--- src/rtl/rom_energy_pkg.sv ---
package rom_energy_pkg;

   // coefficient file layout (slot indices)
   localparam int unsigned ACT_TERMS     = 6;
   localparam int unsigned OUT_TERMS     = 4;
   localparam int unsigned ACT_LO_BASE   = 0;
   localparam int unsigned ACT_HI_BASE   = 6;
   localparam int unsigned OUT_RISE_BASE = 12;
   localparam int unsigned OUT_FALL_BASE = 16;
   localparam int unsigned NUM_COEF      = 20;
   localparam int unsigned COEF_AW       = 5;

   typedef enum logic [1:0] {
      EN_STEADY = 2'd0,
      EN_RISE   = 2'd1,
      EN_FALL   = 2'd2
   } en_change_e;

endpackage

--- src/rtl/rom_energy_popcnt.sv ---
module rom_energy_popcnt #(
   parameter int unsigned DW   = 8,
   parameter int unsigned CNTW = $clog2(DW + 1)
) (
   input  logic [DW-1:0]   vec,
   output logic [CNTW-1:0] cnt
);

   if (CNTW < $clog2(DW + 1)) begin : g_chk_cntw
      $error("rom_energy_popcnt: CNTW too narrow for DW");
   end

   if (DW == 1) begin : g_single
      assign cnt = CNTW'(vec[0]);
   end else begin : g_multi
      always_comb begin
         cnt = '0;
         for (int i = 0; i < DW; i++) begin
            cnt = cnt + CNTW'(vec[i]);
         end
      end
   end

endmodule

--- src/rtl/rom_energy_edges.sv ---
module rom_energy_edges #(
   parameter int unsigned DW   = 8,
   parameter int unsigned CNTW = $clog2(DW + 1)
) (
   input  logic [DW-1:0]   prev_w,
   input  logic [DW-1:0]   next_w,
   output logic [CNTW-1:0] up_cnt,
   output logic [CNTW-1:0] dn_cnt
);

   logic [DW-1:0] up_v;
   logic [DW-1:0] dn_v;

   for (genvar b = 0; b < DW; b++) begin : g_bit
      assign up_v[b] = ~prev_w[b] &  next_w[b];
      assign dn_v[b] =  prev_w[b] & ~next_w[b];
   end

   rom_energy_popcnt #(.DW(DW), .CNTW(CNTW)) u_up (.vec(up_v), .cnt(up_cnt));
   rom_energy_popcnt #(.DW(DW), .CNTW(CNTW)) u_dn (.vec(dn_v), .cnt(dn_cnt));

endmodule

--- src/rtl/rom_energy_lincomb.sv ---
module rom_energy_lincomb #(
   parameter int unsigned CW   = 16,
   parameter int unsigned CNTW = 4,
   parameter int unsigned NT   = 6,
   parameter int unsigned OW   = 24
) (
   input  logic [NT*CW-1:0]   coef_flat,
   input  logic [NT*CNTW-1:0] cnt_flat,
   output logic signed [OW-1:0] sum
);

   localparam int unsigned PW = CW + CNTW + 1;

   if (OW < PW + $clog2(NT)) begin : g_chk_ow
      $error("rom_energy_lincomb: OW cannot hold the sum of NT products");
   end

   logic signed [PW-1:0] prod [NT];

   for (genvar g = 0; g < NT; g++) begin : g_term
      logic signed [CW-1:0] c_s;
      logic signed [CNTW:0] n_s;
      assign c_s     = $signed(coef_flat[g*CW +: CW]);
      assign n_s     = $signed({1'b0, cnt_flat[g*CNTW +: CNTW]});
      assign prod[g] = PW'(c_s) * PW'(n_s);
   end

   always_comb begin
      sum = '0;
      for (int i = 0; i < NT; i++) begin
         sum = sum + OW'(prod[i]);
      end
   end

endmodule

--- src/rtl/rom_energy_coef_bank.sv ---
module rom_energy_coef_bank #(
   parameter int unsigned CW    = 16,
   parameter int unsigned NCOEF = 20,
   parameter int unsigned CAW   = 5
) (
   input  logic                clk,
   input  logic                rst_n,
   input  logic                we,
   input  logic [CAW-1:0]      addr,
   input  logic [CW-1:0]       wdata,
   output logic [NCOEF*CW-1:0] coef_flat
);

   if (NCOEF >= (1 << CAW)) begin : g_chk_caw
      $error("rom_energy_coef_bank: CAW must leave unused slot codes");
   end

   for (genvar g = 0; g < NCOEF; g++) begin : g_slot
      logic [CW-1:0] r_q;
      always_ff @(posedge clk) begin
         if (!rst_n) begin
            r_q <= '0;
         end else if (we && (addr == CAW'(g))) begin
            r_q <= wdata;
         end
      end
      assign coef_flat[g*CW +: CW] = r_q;
   end

   // an in-range write lands in its slot
   a_r2_write_lands: assert property (@(posedge clk) disable iff (!rst_n)
      (we && (addr < CAW'(NCOEF))) |=> (coef_flat[$past(addr)*CW +: CW] == $past(wdata)));

   // out-of-range writes change nothing
   a_r2_outside_ignored: assert property (@(posedge clk) disable iff (!rst_n)
      (we && (addr >= CAW'(NCOEF))) |=> $stable(coef_flat));

endmodule

--- src/rtl/rom_energy_satacc.sv ---
module rom_energy_satacc #(
   parameter int unsigned AW  = 48,
   parameter int unsigned DLW = 24
) (
   input  logic                  clk,
   input  logic                  rst_n,
   input  logic signed [DLW-1:0] delta,
   output logic signed [AW-1:0]  acc
);

   localparam int unsigned SW = ((AW > DLW) ? AW : DLW) + 1;

   logic signed [SW-1:0] wide;
   logic                 ovf;
   logic [AW-1:0]        nxt;

   always_comb begin
      wide = SW'(acc) + SW'(delta);
      ovf  = (wide[SW-1:AW-1] != {(SW-AW+1){wide[SW-1]}});
      if (!ovf) begin
         nxt = wide[AW-1:0];
      end else if (wide[SW-1]) begin
         nxt = {1'b1, {(AW-1){1'b0}}};
      end else begin
         nxt = {1'b0, {(AW-1){1'b1}}};
      end
   end

   always_ff @(posedge clk) begin
      if (!rst_n) begin
         acc <= '0;
      end else begin
         acc <= $signed(nxt);
      end
   end

   // a non-negative contribution never lowers the total
   a_r9_no_drop_on_gain: assert property (@(posedge clk) disable iff (!rst_n)
      (delta >= 0) |=> (acc >= $past(acc)));

   // a non-positive contribution never raises the total
   a_r9_no_rise_on_loss: assert property (@(posedge clk) disable iff (!rst_n)
      (delta <= 0) |=> (acc <= $past(acc)));

endmodule

--- src/rtl/rom_energy_acc.sv ---
module rom_energy_acc #(
   parameter int unsigned     DW        = 16,
   parameter int unsigned     CW        = 16,
   parameter int unsigned     AW        = 48,
   parameter int unsigned     RAW       = 10,
   parameter logic [RAW-1:0]  SIDE_MASK = RAW'(1)
) (
   input  logic                               clk,
   input  logic                               rst_n,
   input  logic                               cfg_we,
   input  logic [rom_energy_pkg::COEF_AW-1:0] cfg_addr,
   input  logic [CW-1:0]                      cfg_wdata,
   input  logic                               rd_stb,
   input  logic [RAW-1:0]                     rd_addr,
   input  logic [DW-1:0]                      rd_word,
   input  logic [DW-1:0]                      side_word,
   input  logic                               oe,
   output logic [RAW-1:0]                     side_addr,
   output logic [AW-1:0]                      energy_total
);

   import rom_energy_pkg::*;

   localparam int unsigned CNTW = $clog2(DW + 1);
   localparam int unsigned SOW  = CW + CNTW + 1 + 3;
   localparam int unsigned DLW  = SOW + 1;

   if (DW < 1 || DW > 64) begin : g_chk_dw
      $error("rom_energy_acc: DW out of range");
   end
   if (CW < 2) begin : g_chk_cw
      $error("rom_energy_acc: CW too small");
   end
   if (AW < 8) begin : g_chk_aw
      $error("rom_energy_acc: AW too small");
   end

   // ---------------- state ----------------
   logic          oe_q;
   logic [DW-1:0] bus_q;
   logic [DW-1:0] vis_q;
   en_change_e    en_chg;
   logic [DW-1:0] shown_w;

   always_comb begin
      if (oe && !oe_q) begin
         en_chg = EN_RISE;
      end else if (!oe && oe_q) begin
         en_chg = EN_FALL;
      end else begin
         en_chg = EN_STEADY;
      end
   end

   assign shown_w = rd_stb ? rd_word : bus_q;

   always_ff @(posedge clk) begin
      if (!rst_n) begin
         oe_q  <= 1'b0;
         bus_q <= '0;
         vis_q <= '0;
      end else begin
         oe_q <= oe;
         if (rd_stb) begin
            bus_q <= rd_word;
         end
         if (en_chg == EN_RISE) begin
            vis_q <= shown_w;
         end
      end
   end

   assign side_addr = rd_addr ^ SIDE_MASK;

   // ---------------- coefficients ----------------
   logic [NUM_COEF*CW-1:0] coef_flat;

   rom_energy_coef_bank #(.CW(CW), .NCOEF(NUM_COEF), .CAW(COEF_AW)) u_coef (
      .clk       (clk),
      .rst_n     (rst_n),
      .we        (cfg_we),
      .addr      (cfg_addr),
      .wdata     (cfg_wdata),
      .coef_flat (coef_flat)
   );

   // ---------------- bit statistics ----------------
   logic [CNTW-1:0] n_new, n_bus, n_side, n_shown;
   logic [CNTW-1:0] bus_up, bus_dn, out_up, out_dn;
   logic [CNTW-1:0] one_c;

   assign one_c = CNTW'(1);

   rom_energy_popcnt #(.DW(DW), .CNTW(CNTW)) u_pc_new   (.vec(rd_word),   .cnt(n_new));
   rom_energy_popcnt #(.DW(DW), .CNTW(CNTW)) u_pc_bus   (.vec(bus_q),     .cnt(n_bus));
   rom_energy_popcnt #(.DW(DW), .CNTW(CNTW)) u_pc_side  (.vec(side_word), .cnt(n_side));
   rom_energy_popcnt #(.DW(DW), .CNTW(CNTW)) u_pc_shown (.vec(shown_w),   .cnt(n_shown));

   rom_energy_edges #(.DW(DW), .CNTW(CNTW)) u_ed_bus (
      .prev_w (bus_q), .next_w (rd_word), .up_cnt (bus_up), .dn_cnt (bus_dn));
   rom_energy_edges #(.DW(DW), .CNTW(CNTW)) u_ed_out (
      .prev_w (vis_q), .next_w (shown_w), .up_cnt (out_up), .dn_cnt (out_dn));

   // ---------------- activation term ----------------
   logic [ACT_TERMS*CW-1:0]   act_coef;
   logic [ACT_TERMS*CNTW-1:0] act_cnt;
   logic signed [SOW-1:0]     act_sum;

   assign act_coef = oe_q ? coef_flat[ACT_HI_BASE*CW +: ACT_TERMS*CW]
                          : coef_flat[ACT_LO_BASE*CW +: ACT_TERMS*CW];
   assign act_cnt  = {one_c, bus_dn, bus_up, n_side, n_bus, n_new};

   rom_energy_lincomb #(.CW(CW), .CNTW(CNTW), .NT(ACT_TERMS), .OW(SOW)) u_act (
      .coef_flat (act_coef),
      .cnt_flat  (act_cnt),
      .sum       (act_sum)
   );

   // ---------------- output-enable term ----------------
   logic [OUT_TERMS*CW-1:0]   out_coef;
   logic [OUT_TERMS*CNTW-1:0] out_cnt;
   logic signed [SOW-1:0]     out_sum;

   assign out_coef = (en_chg == EN_RISE) ? coef_flat[OUT_RISE_BASE*CW +: OUT_TERMS*CW]
                                         : coef_flat[OUT_FALL_BASE*CW +: OUT_TERMS*CW];
   assign out_cnt  = {one_c, out_dn, out_up, n_shown};

   rom_energy_lincomb #(.CW(CW), .CNTW(CNTW), .NT(OUT_TERMS), .OW(SOW)) u_out (
      .coef_flat (out_coef),
      .cnt_flat  (out_cnt),
      .sum       (out_sum)
   );

   // ---------------- accumulation ----------------
   logic signed [DLW-1:0] act_ext, out_ext, delta;
   logic signed [AW-1:0]  acc;

   assign act_ext = rd_stb ? DLW'(act_sum) : '0;
   assign out_ext = (en_chg != EN_STEADY) ? DLW'(out_sum) : '0;
   assign delta   = act_ext + out_ext;

   rom_energy_satacc #(.AW(AW), .DLW(DLW)) u_acc (
      .clk   (clk),
      .rst_n (rst_n),
      .delta (delta),
      .acc   (acc)
   );

   assign energy_total = acc;

   // quiet cycles leave the total untouched
   a_r11_quiet_hold: assert property (@(posedge clk) disable iff (!rst_n)
      (!rd_stb && (oe == oe_q)) |=> $stable(energy_total));

   // a falling enable edge keeps the last-output word
   a_r7_fall_keeps_visible: assert property (@(posedge clk) disable iff (!rst_n)
      (oe_q && !oe) |=> $stable(vis_q));

endmodule

--- config.mk ---
export PLATFORM = sky130hd
export DESIGN_NAME = rom_energy_acc
export DESIGN_NICKNAME = d
export VERILOG_FILES = /design/src/rtl/rom_energy_pkg.sv /design/src/rtl/rom_energy_popcnt.sv /design/src/rtl/rom_energy_edges.sv /design/src/rtl/rom_energy_lincomb.sv /design/src/rtl/rom_energy_coef_bank.sv /design/src/rtl/rom_energy_satacc.sv /design/src/rtl/rom_energy_acc.sv
export SDC_FILE = /design/constraint.sdc
export NUM_CORES = 2
export LEC_CHECK = 0
export BUFFER_PORTS_ARGS = -buffer_cell sky130_fd_sc_hd__clkbuf_2
export CAP_MARGIN = 15
export CORE_MARGIN = 2
export CORE_UTILIZATION = 60
export CTS_CLUSTER_SIZE = 25
export DETAILED_ROUTE_END_ITERATION = 7
export GPL_TIMING_DRIVEN = 0
export MAX_ROUTING_LAYER = met4
export PLACE_DENSITY = 0.84
export SLEW_MARGIN = 15
export SYNTH_ARGS = -nofsm -noshare
export SYNTH_HDL_FRONTEND = slang
export SYNTH_SLANG_ARGS = --single-unit
--- constraint.sdc ---
create_clock -name clk -period 29.7 [get_ports clk]
set_input_delay 5.94 -clock clk [delete_from_list [all_inputs] [get_ports clk]]
set_output_delay 5.94 -clock clk [all_outputs]
set_load 0.03 [all_outputs]
==> metrics.txt <==
max_slew headroom=0.144; ys flop type=dfxtp_1; critical path type=input pin to flop; Detailed Routing Iterations Pass 1=6; Ports=126; Reg area=0.00803 mm²; flop and latch count out of synthesis=401; IO buf count=99; Max Fanout on Critical Path=17; Post-CTS Hold Buffers=0; number of fill cells=6643; hold slack=0.460 ns; vias in the first global route=41.0k; CP max stage delay=0.87 ns; Slew Limit Fails=0; # rows=105; R2R cell count=58; RePlAce Congestion=1.01; global-route wire length before repair=219 mm; post-CTS setup buffers=0; syn avg cell area=8.63 µm²; Worst Hold Endpoint=u_coef.g_slot[19].r_q[10]$_SDFFE_PN0P_; most used cell along the critical path=fa_1; Initial DRC Count=3426; die footprint=0.0847 mm²; DP HPWL=114 mm; main area contributors after synthesis=fa_1 29%, dfxtp_1 16%, ha_1 10%; routed len/inst=19.9 µm; Synth Cell Area=0.0494 mm²; layout overhead on the synthesized area=6.89%; Post-synth EDFFs=0; # resized after CTS=0; CTS clock-pin slew for the worst setup and hold paths=0.06 ns; # DRC=0; final hold vios=0; total track usage=0.340; hold path startpoint=u_coef.g_slot[19].r_q[10]$_SDFFE_PN0P_; clk_skew=0.0334 ns; distinct cell type count after synthesis=73; Fmax=0.0450 GHz; flop2flop setup slack=12.94 ns; Critical Path Sink Type=flop; Initial Util=0.604; startpoint types=input pin; largest net degree at the start of global routing=18; period utilization=0.748; setup repair after global routing missed its margin=false; Synth warnings=0; RR Startpoint=bus_q[0]$_SDFF_PN0_; Die W=291 µm; Clock Tree Root=clkbuf_16; Yosys top cell by area=fa_1; Worst Hold Depth=2; CP max stage cell=xor2_1; Critical Path RT=30.17 ns; ys async rst share=0; most frequent cells after synthesis=988 x inv_1, 867 x nand2_1, 722 x fa_1; R2R Path End=u_acc.acc[38]$_SDFF_PN0_; final wirelength=139 mm; initial antenna violation count=7; TritonCTS Sinks=401; TritonCTS clock tree=done; most instantiated library cell after synthesis=inv_1; MaxCap Viol Count=0; via density per instance=5.70; Yosys top cell area share=0.292; ANT nets after route=0; Final setup viols=0; sequential-to-total area share from yosys stat=0.162; clock buffer depth=3; core box area=0.0818 mm²; min-delay worst type=flop to flop; nets=7066; post-synthesis cell count=5725; Die Ht=291 µm; status=finished, final reports clean; Tmin final=22.20 ns; P_leak=24.7 nW; Vias=39.8k; Multi-input gate area=0.0368 mm²; Sum Neg Setup Slack=0 ns; PD cells=42.6 mW/mm²; CP arrival=22.68 ns; Worst Tran Pin Value=1.28 ns; Worst-Skew Late Latency=0.62 ns; CTS buffer count=45; Max VDD drop=65.9 µV; share of layout cells above drive strength 1=0.0716; grt total ovfl=0; post-synthesis net count=6919; # H-tree levels=2
[critical path: cells and delay by family]
| kind | cells | cell delay (ns) |
|---|---|---|
| mux | 1 | 0.61 |
| fa+ha+maj | 15 | 6.48 |
| buf+inv | 12 | 2.71 |
| xor+xnor | 3 | 1.36 |
| compound gates | 26 | 4.84 |
| simple gates | 5 | 0.69 |
[cell type report]
class | count | area share
flip-flops and latches | 401 | 0.152
clock inverters | 21 | 0.00464
clock buffers | 61 | 0.0242
multi-input cells | 4120 | 0.696
well taps | 1070 | 0.0253
inverters | 988 | 0.0702
plain buffers | 216 | 0.0173
repair buffers | 100 | 0.00959
diodes | 9 | 0.000426
[routing by layer]
| layer | global-route usage | part of all wire | up-vias |
|---|---|---|---|
| li1 | - | - | 18125 |
| met3 | 0.0814 | 0.10 | 344 |
| met1 | 0.427 | 0.40 | 19603 |
| met5 | - | 0 | - |
| met4 | 0.150 | 0.050 | 0 |
| met2 | 0.523 | 0.45 | 1732 |
[stage by stage]
step                setup slack, ns  instance area (µm²)  total power [mW]  instances  utilization
global route                   6.65                52800              2.34       6985        0.645
finish                         7.50                52800              2.25       6986        0.645
CTS                            7.72                52800              2.22       6977        0.645
detailed placement             7.23                51300              1.64       6895        0.627
floorplan                      8.43                49400              1.26       5725            -
global placement               5.78                51300              1.62       6894        0.626
[how the worst max path moves through the flow]
stage	from	endpoint	depth (start not counted)	slack, ns
2_1_floorplan	side_word[0]	u_acc.acc[4]$_SDFF_PN0_	55	8.43
3_3_place_gp	side_word[0]	u_acc.acc[17]$_SDFF_PN0_	57	5.78
3_5_place_dp	rd_stb	u_acc.acc[20]$_SDFF_PN0_	63	7.23
4_1_cts	rd_stb	u_acc.acc[38]$_SDFF_PN0_	63	7.72
5_1_grt	rd_stb	u_acc.acc[39]$_SDFF_PN0_	61	6.65
6_report	rd_stb	u_acc.acc[38]$_SDFF_PN0_	62	7.50
[state kept, by name (all words and copies together) (netlist names)]
register,count
bus_q,16
oe_q,1
u_acc.acc,48
u_coef.g_slot.r_q,320
vis_q,16
[cells in the final DEF (no fill, tap or decap), types with 58 or more instances in the layout]
cell type / netlist / routed
nor2_1: 491 / 491
xnor2_1: 119 / 119
a21oi_1: 153 / 153
o21ai_0: 73 / 72
a21boi_0: 324 / 324
mux2i_1: 146 / 146
clkbuf_2: 0 / 99
dfxtp_1: 401 / 401
a21o_1: 58 / 58
mux2_2: 60 / 60
clkbuf_1: 184 / 191
nor2b_1: 112 / 112
nand2b_1: 71 / 71
or2_2: 102 / 102
inv_1: 988 / 988
ha_1: 404 / 404
nand2_1: 867 / 867
fa_1: 722 / 722
[power by group]
part / switching, mW / total (mW) / internal [mW]
registers: 0.0183 / 0.580 / 0.562
clock network: 0.253 / 0.584 / 0.331
logic: 0.760 / 1.09 / 0.325
[kinds of logic (layout without fill, tap and decap cells)]
| logic type | after synthesis | after routing | share of synthesized area |
|---|---|---|---|
| simple gates | 1804 | 1804 | 0.159 |
| buf+inv | 1204 | 1386 | 0.0935 |
| fa+ha+maj | 1126 | 1126 | 0.395 |
| compound gates | 814 | 814 | 0.117 |
| flops | 401 | 401 | 0.162 |
| mux | 206 | 206 | 0.0432 |
| xor+xnor | 170 | 170 | 0.0304 |
| other cells | 0 | 9 | 0 |
(Power assumes the default switching activity.)
